### config.mk
export PLATFORM = sky130hd
export DESIGN_NAME = i2c_stretch_ctrl
export DESIGN_NICKNAME = d
export VERILOG_FILES = /design/src/rtl/stretch_pkg.sv /design/src/rtl/stretch_arm.sv /design/src/rtl/stretch_hold.sv /design/src/rtl/ack_select.sv /design/src/rtl/i2c_stretch_ctrl.sv
export SDC_FILE = /design/constraint.sdc
export NUM_CORES = 1
export LEC_CHECK = 0
export BUFFER_PORTS_ARGS = -buffer_cell sky130_fd_sc_hd__buf_2
export CORE_ASPECT_RATIO = 1.75
export CORE_UTILIZATION = 55
export CTS_BUF_LIST = sky130_fd_sc_hd__clkbuf_8
export DETAILED_ROUTE_END_ITERATION = 16
export PLACE_DENSITY = 0.92
export SLEW_MARGIN = 20
export SYNTH_ARGS = -nofsm -noshare
export SYNTH_HDL_FRONTEND = slang
export SYNTH_HIERARCHICAL = 1
export SYNTH_SLANG_ARGS = --single-unit
### constraint.sdc
create_clock -name clk -period 4.5 [get_ports clk]
set_input_delay 0.675 -clock clk [delete_from_list [all_inputs] [get_ports clk]]
set_output_delay 0.675 -clock clk [all_outputs]
set_load 0.1 [all_outputs]
### src/rtl/stretch_pkg.sv
package stretch_pkg;

    typedef enum logic [1:0] {
        CAUSE_RD_START = 2'd0,
        CAUSE_TX_EMPTY = 2'd1,
        CAUSE_RX_FULL  = 2'd2
    } cause_e;

    typedef struct packed {
        logic   valid;
        cause_e cause;
    } stretch_req_t;

    // Fixed priority: read start, then transmit empty, then receive full.
    function automatic stretch_req_t pick_cause(input logic rd, input logic txe, input logic rxf);
        stretch_req_t r;
        r.valid = rd | txe | rxf;
        if (rd)       r.cause = CAUSE_RD_START;
        else if (txe) r.cause = CAUSE_TX_EMPTY;
        else          r.cause = CAUSE_RX_FULL;
        return r;
    endfunction

endpackage

### src/rtl/stretch_arm.sv
module stretch_arm
    import stretch_pkg::*;
(
    input  logic   clk,
    input  logic   rst,
    input  logic   enable,
    input  logic   holding,
    input  logic   scl_fall,
    input  logic   rd_start,
    input  logic   tx_starved,
    input  logic   rx_blocked,
    output logic   start,
    output cause_e start_cause
);

    stretch_req_t armed_q;
    stretch_req_t seen;

    always_comb seen = pick_cause(rd_start, tx_starved, rx_blocked);

    assign start       = armed_q.valid & scl_fall & enable & ~holding;
    assign start_cause = armed_q.cause;

    always_ff @(posedge clk) begin
        if (rst || !enable) begin
            armed_q <= '0;
        end else if (start) begin
            armed_q.valid <= 1'b0;
        end else if (!armed_q.valid && !holding) begin
            armed_q <= seen;
        end
    end

    // An armed request survives until a falling edge consumes it.
    assert_arm_kept_R7: assert property (@(posedge clk) disable iff (rst)
        (armed_q.valid && enable && !scl_fall) |=> armed_q.valid);

endmodule

### src/rtl/stretch_hold.sv
module stretch_hold
    import stretch_pkg::*;
#(
    parameter int PROT_W = 10
) (
    input  logic              clk,
    input  logic              rst,
    input  logic              enable,
    input  logic              start,
    input  cause_e            start_cause,
    input  logic              sw_clear,
    input  logic [PROT_W-1:0] protect,
    output logic              hold,
    output cause_e            cause,
    output logic              irq
);

    localparam logic [PROT_W-1:0] CNT_MAX = {PROT_W{1'b1}};

    logic              hold_q;
    logic              pend_q;
    logic              irq_q;
    logic [PROT_W-1:0] cnt_q;
    cause_e            cause_q;
    logic              release_now;

    assign release_now = hold_q & (sw_clear | pend_q) & (cnt_q >= protect);

    always_ff @(posedge clk) begin
        if (rst) begin
            hold_q  <= 1'b0;
            pend_q  <= 1'b0;
            irq_q   <= 1'b0;
            cnt_q   <= '0;
            cause_q <= CAUSE_RD_START;
        end else begin
            irq_q <= start;
            if (!enable) begin
                hold_q <= 1'b0;
                pend_q <= 1'b0;
            end else if (start) begin
                hold_q  <= 1'b1;
                pend_q  <= 1'b0;
                cnt_q   <= '0;
                cause_q <= start_cause;
            end else if (release_now) begin
                hold_q <= 1'b0;
                pend_q <= 1'b0;
            end else if (hold_q) begin
                if (sw_clear)        pend_q <= 1'b1;
                if (cnt_q != CNT_MAX) cnt_q <= cnt_q + 1'b1;
            end
        end
    end

    assign hold  = hold_q;
    assign cause = cause_q;
    assign irq   = irq_q;

    assert_irq_single_R8: assert property (@(posedge clk) disable iff (rst)
        irq_q |=> !irq_q);

    assert_irq_on_hold_R8: assert property (@(posedge clk) disable iff (rst)
        irq_q |-> hold_q);

    assert_cause_stable_R9: assert property (@(posedge clk) disable iff (rst)
        !irq_q |-> $stable(cause_q));

    assert_protect_kept_R11: assert property (@(posedge clk) disable iff (rst)
        ($fell(hold_q) && $past(enable)) |-> ($past(cnt_q) >= $past(protect)));

endmodule

### src/rtl/ack_select.sv
module ack_select (
    input  logic ovr_en,
    input  logic ovr_level,
    input  logic dflt,
    output logic level
);

    assign level = ovr_en ? ovr_level : dflt;

endmodule

### src/rtl/i2c_stretch_ctrl.sv
module i2c_stretch_ctrl
    import stretch_pkg::*;
#(
    parameter int PROT_W = 10
) (
    input  logic              clk,
    input  logic              rst,
    input  logic              stretch_en,
    input  logic              rd_phase_start,
    input  logic              slave_tx,
    input  logic              tx_empty,
    input  logic              slave_rx,
    input  logic              rx_full,
    input  logic              scl_fall,
    input  logic              sw_clear,
    input  logic [PROT_W-1:0] protect_period,
    input  logic              ack_ovr_en,
    input  logic              ack_ovr_level,
    input  logic              ack_default,
    output logic              scl_hold,
    output logic [1:0]        cause,
    output logic              stretch_irq,
    output logic              ack_level
);

    logic   start;
    cause_e start_cause;
    logic   hold;
    cause_e cause_q;

    stretch_arm u_arm (
        .clk        (clk),
        .rst        (rst),
        .enable     (stretch_en),
        .holding    (hold),
        .scl_fall   (scl_fall),
        .rd_start   (rd_phase_start),
        .tx_starved (slave_tx & tx_empty),
        .rx_blocked (slave_rx & rx_full),
        .start      (start),
        .start_cause(start_cause)
    );

    stretch_hold #(.PROT_W(PROT_W)) u_hold (
        .clk        (clk),
        .rst        (rst),
        .enable     (stretch_en),
        .start      (start),
        .start_cause(start_cause),
        .sw_clear   (sw_clear),
        .protect    (protect_period),
        .hold       (hold),
        .cause      (cause_q),
        .irq        (stretch_irq)
    );

    ack_select u_ack (
        .ovr_en   (ack_ovr_en),
        .ovr_level(ack_ovr_level),
        .dflt     (ack_default),
        .level    (ack_level)
    );

    assign scl_hold = hold & stretch_en;
    assign cause    = cause_q;

    // Pull-low only ever begins right after a falling clock edge.
    assert_hold_after_fall_R7: assert property (@(posedge clk) disable iff (rst)
        $rose(hold) |-> $past(scl_fall));

endmodule

==> results of run 1 <==
[critical path, delay by kind of cell]
family / cells / cell delay (ps)
adders and majority gates: 1 / 300
buffers and inverters: 2 / 110
AOI/OAI and AO/OA: 6 / 1410
[flip-flops by register name, summed over array words and instances, names as in the netlist]
name,cells
u_hold/hold,1
u_hold/irq,1
u_arm/armed_q,1
u_arm/start_cause,2
u_hold/cnt_q,10
u_hold/pend_q,1
u_hold/cause,2
[report_power, final]
group	total, uW	switching, uW	internal (uW)
registers	174	8.87	166
logic	67.3	40.0	27.3
clock network	133	55.3	77.8
total	375	104	271
[cell type report]
cell class / instances / area, um^2
multi-input combinational: 117 / 842
fill: 175 / 664
sequential: 18 / 360
timing repair buffer: 27 / 135
inverter: 16 / 60.1
clock buffer: 4 / 55.1
tap: 24 / 30.0
[cells in the mapped netlist (all sizes together)]
master   number  area (um^2)
o211ai        2         15.0
a211oi        3         27.5
nand3b        1         7.51
dfxtp        18          360
or4           1         7.51
nor2         10         40.0
nand2        15         56.3
inv          16         60.1
clkbuf        2         11.3
or2           1         6.26
a21oi        14         73.8
o211a         1         10.0
and3          2         12.5
nor2b         3         18.8
or3           1         11.3
mux2          1         15.0
and4b         2         21.3
nand2b        3         18.8
buf           3         20.0
o2bb2ai       1         8.76
o21bai        3         45.1
a32oi         1         8.76
o21ai        10         61.3
nor3          2         10.0
a31oi         3         18.8
nand3         6         35.0
ha           11          138
o22ai         1         6.26
a2111oi       2         30.0
o21a          2         22.5
and2          4         26.3
or4b          1         10.0
nor4          3         18.8
mux2i         1         10.0
nand4         2         12.5
a22oi         1         7.51
o31ai         2         15.0
o311ai        1         16.3
[cell families (layout without fill, tap and decap cells)]
family | count (synthesis) | after routing
buffers and inverters | 21 | 47
flip-flops | 18 | 18
adder cells (fa/ha/maj) | 11 | 11
multiplexers | 2 | 2
AND/OR/NAND/NOR | 57 | 57
AO/OA/AOI/OAI | 47 | 47
[stage by stage]
stage / setup WS, ps / instances / hold slack [ps] / utilization / total power [uW]
floorplan: 2240 / 156 / 450 / - / 223
finish: 2170 / 206 / 461 / 0.691 / 375
global placement: 2090 / 202 / 452 / 0.665 / 239
global route: 1950 / 206 / 492 / 0.691 / 390
CTS: 2210 / 206 / 469 / 0.691 / 375
detailed placement: 1960 / 202 / 459 / 0.665 / 244
[per-layer routing]
metal  vias up  track usage
met5         -            0
met4         0        0.216
met3        19       0.0640
met2        68        0.563
met1       608        0.252
li1        617            -
[path summary, 6_finish.rpt]
kind / startpoint / end / depth (start not counted)
setup / recovery: protect_period[3] / u_hold/cnt_q[3]$_SDFFE_PP0P_ / 9
hold / removal: u_hold/cause[1]$_SDFFE_PP0P_ / u_hold/cause[1]$_SDFFE_PP0P_ / 2
setup reg to reg: u_hold/hold$_SDFFE_PP0P_ / u_hold/cnt_q[3]$_SDFFE_PP0P_ / 6
hold reg to reg: u_hold/cause[1]$_SDFFE_PP0P_ / u_hold/cause[1]$_SDFFE_PP0P_ / 2
==> out/results.ini, run 1 <==
[detailed_routing]
wl_per_cell_um=15.5
met1_length_mm=1.10
ant_nets=0
first_iter_violations=78
firstDrtPassIters=4
route.met2.wl_mm=1.74
drc=0
postRouteWirelength_mm=3.20
top_layer=met4
wl_met3_um=190
vias_per_cell=6.37
route.vias.total=1312

[clock_network]
clockBufferDepth=2
cts_hold_buffers=0
cts_setup_buffers=0
cts_root_buf=clkbuf_8
clock-sinks=18
cts_resized=0
numCtsBuffers=3
htreeDepth=1
cts.clk_slew.worst_paths_ps=70
cts_tree=done
clk_latency_ps=260

[global_route]
grt_pass1_vias=1426
grt_antenna_before_repair=0
overflow=0
grt_pass1_wl_mm=5.50
grtUsageTotal=0.302
grt_max_degree=16

[synthesis]
synth_compound_area_frac=0.283
ys_seq_area_frac=0.279
netlist_area_mm2=0.00129
yosys_warnings=6
ys_ff_latch=18
avgSynthCellArea_um2=8.29
synth.area.mux_share=0.0193
ys_types=49
synthXorXnorAreaFrac=0
netlist_instances=156
synth-adder-area-share=0.106
synth-simple-area-share=0.242
synth_top_family_by_area=compound AO/OA/AOI/OAI gates
syn_nets=190

[power_and_ir_drop]
p_per_area_mw_per_mm2=253
peakVddDrop_mv=0.209
p_leak_uw=0.000651

[floorplan]
io_pins=28
die_h_um=66.2
fp.dieW_um=38.7
core-area_mm2=0.00215
start_util=0.603
rows=22
die_area_mm2=0.00256

[run_status]
status=completed

[placement]
port_buffers=27
gp_congestion=0.840
place_area_mm2=0.00143
dpl.hpwl_mm=2.47

[final_layout]
fin_area_mm2=0.00148
nNetsFinal=217
n_antenna_cell=0
final_common_cell=buf_2
drive_above_1_share=0.258
synthToLayoutAreaGrowth_pct=14.6
layout_common_cells=buf_2, dfxtp_1, inv_1

[timing]
relSlewSlack=0.660
drv_slew=0
period_share=0.517
final-setup-viol-count=0
min_period_ps=2330
final.setup.tns_ps=0
rsz0062_at_grt=false
tightest_slew_ps=508
max_freq_mhz=430
final-hold-violation-count=0
clock_skew_ps=2.64

[worst_setup_path]
crit_fanout=7
arrival_ps=2500
slowest_stage=a211oi_2
critPathRequiredTime_ps=4670
worstSetupStartpointType=primary input
path_cells=buf_2 > inv_1 > ha_1 > a211oi_1 > o21ai_0 > o21bai_4 > a211oi_2 > a31oi_1 > o31ai_1
cp-end-kind=register
slowest_delay_ps=470
worstSetupPathType=in -> reg
rrSetupSlack_ps=2250

[job]
cap_violations=0

[min_path]
hold_path.class=reg -> reg

Note: power is estimated with default switching activity, not from simulation.
==> inputs of run 2 (changes only) <==
CORE_UTILIZATION = 50   (was 55)
PLACE_DENSITY = 0.88   (was 0.92)
clock period = 2.1 ns   (was 4.5 ns; I/O delays follow)
==> out/results.ini, run 2 (synthesis results as in run 1) <==
[clock_network]
cts.clk_slew.worst_paths_ps=70  ; about the same
cts_tree=done
clockBufferDepth=2  ; unchanged
htreeDepth=1  ; unchanged
cts_setup_buffers=0  ; unchanged
numCtsBuffers=3  ; unchanged
clock-sinks=18  ; unchanged
cts_root_buf=clkbuf_8
clk_latency_ps=250  ; about the same

[floorplan]
start_util=0.525  ; -0.0772
core-area_mm2=0.00246  ; +15%
io_pins=28  ; unchanged
die_h_um=69.3  ; +4.7%
rows=24  ; +9.1%
die_area_mm2=0.00280  ; +9.6%
fp.dieW_um=40.5  ; +4.6%

[worst_setup_path]
arrival_ps=2160  ; -340 ps
rrSetupSlack_ps=80  ; -2170 ps
crit_fanout=5  ; -2
critPathRequiredTime_ps=2230  ; -2440 ps
worstSetupPathType=reg -> reg
worstSetupStartpointType=register
cp-end-kind=register
reg2reg_depth=7  ; +1
rr_endpoint=u_hold/cnt_q[9]$_SDFFE_PP0P_
reg2reg_from=u_hold/cnt_q[9]$_SDFFE_PP0P_

[final_layout]
top_register=u_hold/cnt_q
drive_above_1_share=0.330  ; +0.0715
synthToLayoutAreaGrowth_pct=22.0
final_common_cell=buf_2
nNetsFinal=223  ; +2.8%
nFillCells=205  ; +17%
layout_common_cells=buf_2, inv_1, dfxtp_1, nand2_1
n_antenna_cell=0  ; unchanged
largest_reg_flops=10  ; unchanged

[placement]
port_buffers=27  ; unchanged
gp_congestion=0.815  ; -2.9%
dpl.hpwl_mm=2.58  ; +4.5%
place_ws_ps=-143  ; -2100 ps

[timing]
layout_setup_ws_ps=75.5  ; -2100 ps
rsz0062_at_grt=false
hold_slack_ps=370  ; -91.6 ps
final-setup-viol-count=0  ; unchanged
tightest_slew_ps=484  ; -24.1 ps
max_freq_mhz=494
final-hold-violation-count=0  ; unchanged
period_share=0.964
relSlewSlack=0.679  ; +0.0189
drv_slew=0  ; unchanged
clock_skew_ps=2.07  ; -0.565 ps
min_period_ps=2020

[detailed_routing]
firstDrtPassIters=4  ; unchanged
wl_per_cell_um=15.6  ; +0.81%
vias_per_cell=6.19  ; -2.8%
route.vias.total=1325  ; +0.99%
ant_nets=0  ; unchanged
first_iter_violations=66  ; -15%
drc=0  ; unchanged
postRouteWirelength_mm=3.35  ; +4.7%

[min_path]
whs_path_depth=3  ; +1
holdPathEnd=u_arm/start_cause[1]$_SDFFE_PP0P_
hold_path.class=in -> reg
min-delay-start=rd_phase_start

[global_route]
grtUsageTotal=0.271  ; -0.0307
grt_antenna_before_repair=0  ; unchanged
overflow=0  ; unchanged
grt_max_degree=15  ; -1
grt_pass1_wl_mm=5.52  ; +0.38%
grt_pass1_vias=1321  ; -7.4%

[run_status]
status=completed

[power_and_ir_drop]
p_per_area_mw_per_mm2=513  ; +100%
p_leak_uw=0.000687  ; +5.6%
peakVddDrop_mv=0.452  ; +120%

[job]
cap_violations=0  ; unchanged

## run 2: changes by cell type in the layout (fill, tap and decap cells not counted), sizes merged
cell / delta
buf: +6
## run 2: timing repair
| action | 4_1_cts | 5_1_grt |
|---|---|---|
| hold buffers | 0 | 0 |
| pin swaps | 0 | 1 |
| endpoints found under the setup margin | 1 | 2 |
| resized for setup | 3 | 8 |
## run 2: stage by stage
step	power, uW	TNS [ps]	instance area [um^2]	util	instances
finish	810	0	1580	0.641	214
global route	849	0	1580	0.641	214
CTS	803	0	1550	0.629	214
detailed placement	527	-143	1480	0.599	210
global placement	514	0	1480	0.599	210
floorplan	477	0	1290	-	156
## run 2: worst max-delay path, stage by stage, from the launching register on
cell       delay [ps]
dfxtp_2           370
ha_2              320
a21oi_4           180
o22ai_2           120
o21bai_4          210
a2111oi_4         370
mux2i_1           250
a21oi_1            80
## run 2: worst max-delay path by stage
stage                                            start                            to  slack, ps  cells past startpoint
after floorplan                      protect_period[3]  u_hold/cnt_q[9]$_SDFFE_PP0P_        200                      8
after global placement               protect_period[3]  u_hold/cnt_q[9]$_SDFFE_PP0P_         50                      9
after detailed placement             protect_period[9]  u_hold/cnt_q[9]$_SDFFE_PP0P_       -140                      9
after CTS                 u_hold/cnt_q[0]$_SDFFE_PP0P_  u_hold/cnt_q[9]$_SDFFE_PP0P_          7                      8
after global routing      u_hold/cnt_q[0]$_SDFFE_PP0P_  u_hold/cnt_q[9]$_SDFFE_PP0P_          6                      8
final                     u_hold/cnt_q[9]$_SDFFE_PP0P_  u_hold/cnt_q[9]$_SDFFE_PP0P_         80                      7
## run 2: layout make-up
type	count	area, um^2	area share
clock buffers	4	55.1	0.0349
inverters	16	60.1	0.0380
multi-input cells	117	887	0.562
flip-flops and latches	18	364	0.231
well taps	26	32.5	0.0206
repair buffers	33	180	0.114
## run 2: power breakdown
group	leakage [uW]	internal (uW)	switching (uW)
sequential	0.000147	356	19.6
clock	0.0000288	166	110
combinational	0.000511	65.6	91.6
total	0.000687	588	221
## run 2: metal layers
metal	vias to the layer above	track usage	wire (um)
li1	626	-	-
met1	621	0.270	1110
met2	60	0.503	1920
met3	18	0.0481	153
met4	0	0.0852	163
met5	-	0	0
==> inputs of run 3 (changes only) <==
MAX_ROUTING_LAYER = met4   (was unset)
==> out/results.ini, run 3 (synthesis results as in run 1) <==
[run_status]
status=completed

[clock_network]
clockBufferDepth=2  ; unchanged
numCtsBuffers=3  ; unchanged
cts.clk_slew.worst_paths_ps=70  ; about the same
cts_hold_buffers=0  ; unchanged
htreeDepth=1  ; unchanged
cts_tree=done
clock-sinks=18  ; unchanged
cts_root_buf=clkbuf_8
clk_latency_ps=250  ; about the same

[timing]
min_period_ps=2030  ; +2.04 ps
max_freq_mhz=493  ; -0.10%
final-setup-viol-count=0  ; unchanged
rsz0062_at_grt=false
relSlewSlack=0.679  ; about the same
clock_skew_ps=3.20  ; +1.13 ps
drv_slew=0  ; unchanged
tightest_slew_ps=484  ; +0.00286 ps
period_share=0.965  ; +0.000972
final-hold-violation-count=0  ; unchanged

[final_layout]
nNetsFinal=224  ; +0.45%
largest_reg_flops=10  ; unchanged
top_register=u_hold/cnt_q
layout_common_cells=buf_2, inv_1, dfxtp_1, nand2_1
n_antenna_cell=0  ; unchanged
final_common_cell=buf_2
synthToLayoutAreaGrowth_pct=22.8
fin_area_mm2=0.00159  ; +0.63%
utilization=0.645  ; +0.00406
drive_above_1_share=0.333  ; +0.00355

[power_and_ir_drop]
p_total_uw=816  ; +0.82%
p_int_uw=590  ; +0.28%
comb_power_share=0.198  ; +0.004
seq_power_share=0.462  ; -0.002
p_per_area_mw_per_mm2=514  ; +0.18%
p_leak_uw=0.000690  ; +0.48%
swShare=0.277  ; +0.00385
clkPwrFrac=0.340  ; -0.002
peakVddDrop_mv=0.457  ; +1.3%
power_switching_uw=226  ; +2.2%

[floorplan]
die_h_um=69.3  ; unchanged
fp.dieW_um=40.5  ; unchanged
core-area_mm2=0.00246  ; unchanged
start_util=0.525  ; unchanged
die_area_mm2=0.00280  ; unchanged
rows=24  ; unchanged
io_pins=28  ; unchanged

[global_route]
overflow=0  ; unchanged
grt_antenna_before_repair=0  ; unchanged
grt_max_degree=15  ; unchanged
grt_pass1_wl_mm=5.53  ; +0.24%
grt_pass1_vias=1316  ; -0.38%
grtUsageTotal=0.278  ; +0.00724

[worst_setup_path]
worstSetupPathType=reg -> reg
crit_fanout=3  ; -2
critPathRequiredTime_ps=2230  ; about the same
reg2reg_from=u_hold/cnt_q[7]$_SDFFE_PP0P_
slowest_stage=a2111oi_4
slowest_delay_ps=370  ; about the same
cp-end-kind=register
crit_start=u_hold/cnt_q[7]$_SDFFE_PP0P_
path_cells=ha_1 > a21oi_2 > o22ai_2 > o21bai_4 > a2111oi_4 > mux2i_1 > a21oi_1
worstSetupStartpointType=register
arrival_ps=2160  ; about the same

[min_path]
min-delay-start=rd_phase_start
hold_path.class=in -> reg

[placement]
dpl.hpwl_mm=2.58  ; unchanged
place_area_mm2=0.00148  ; unchanged
gp_congestion=0.828  ; +1.5%
port_buffers=27  ; unchanged

[detailed_routing]
first_iter_violations=49  ; -26%
ant_nets=0  ; unchanged
drc=0  ; unchanged
wl_per_cell_um=16.1  ; +3.1%
firstDrtPassIters=6  ; +2
route.vias.total=1329  ; +0.30%
vias_per_cell=6.18  ; -0.16%
postRouteWirelength_mm=3.47  ; +3.6%

[job]
cap_violations=0  ; unchanged

-- run 3: worst max-delay path, delay by kind of cell, from the launching register on --
kind	cells	cell delay, ps
AO/OA/AOI/OAI	5	990
adder cells (fa/ha/maj)	1	330
flip-flops	1	340
multiplexers	1	250
-- run 3: worst paths after layout --
path / endpoint / slack [ps] / cells past startpoint
worst max-delay path: u_hold/cnt_q[9]$_SDFFE_PP0P_ / 70 / 7
worst min-delay path: u_arm/start_cause[1]$_SDFFE_PP0P_ / 370 / 3
worst max register to register: u_hold/cnt_q[9]$_SDFFE_PP0P_ / 70 / 7
worst min register to register: u_hold/cause[1]$_SDFFE_PP0P_ / 450 / 2
-- run 3: cell type report --
class / instances / area (um^2)
Multi-Input combinational cell: 117 / 890
Timing Repair Buffer: 34 / 188
Clock buffer: 4 / 55.1
Sequential cell: 18 / 364
Fill cell: 206 / 873
Inverter: 16 / 60.1
Tap cell: 26 / 32.5
-- run 3: per-stage QoR --
step / setup TNS, ps / instances / hold WS (ps) / setup slack, ps
finish: 0 / 215 / 368 / 73.5
global route: 0 / 215 / 400 / 5.52
CTS: 0 / 214 / 368 / 6.72
detailed placement: -143 / 210 / 448 / -143
global placement: 0 / 210 / 447 / 50.6
floorplan: 0 / 156 / 450 / 198
-- run 3: layer usage --
metal | vias up | track usage | routed length (um)
li1 | 631 | - | -
met1 | 614 | 0.272 | 1240
met2 | 59 | 0.503 | 1900
met3 | 25 | 0.0481 | 152
met4 | 0 | 0.0852 | 177
met5 | - | - | 0
-- run 3: power groups by stage --
stage               Clock [uW]  Combinational [uW]  Sequential, uW
finish                     278                 161             377
CTS                        280                 148             375
global route               298                 176             378
floorplan                    0                99.7             377
detailed placement           0                 146             382
global placement             0                 134             380
-- run 3: repair_timing --
item                                    4_1_cts  5_1_grt
endpoints found under the setup margin        1        4
setup buffers                                 0        1
endpoints found under the hold margin         0        0
gates resized for setup                       3        7
pin swaps                                     0        2
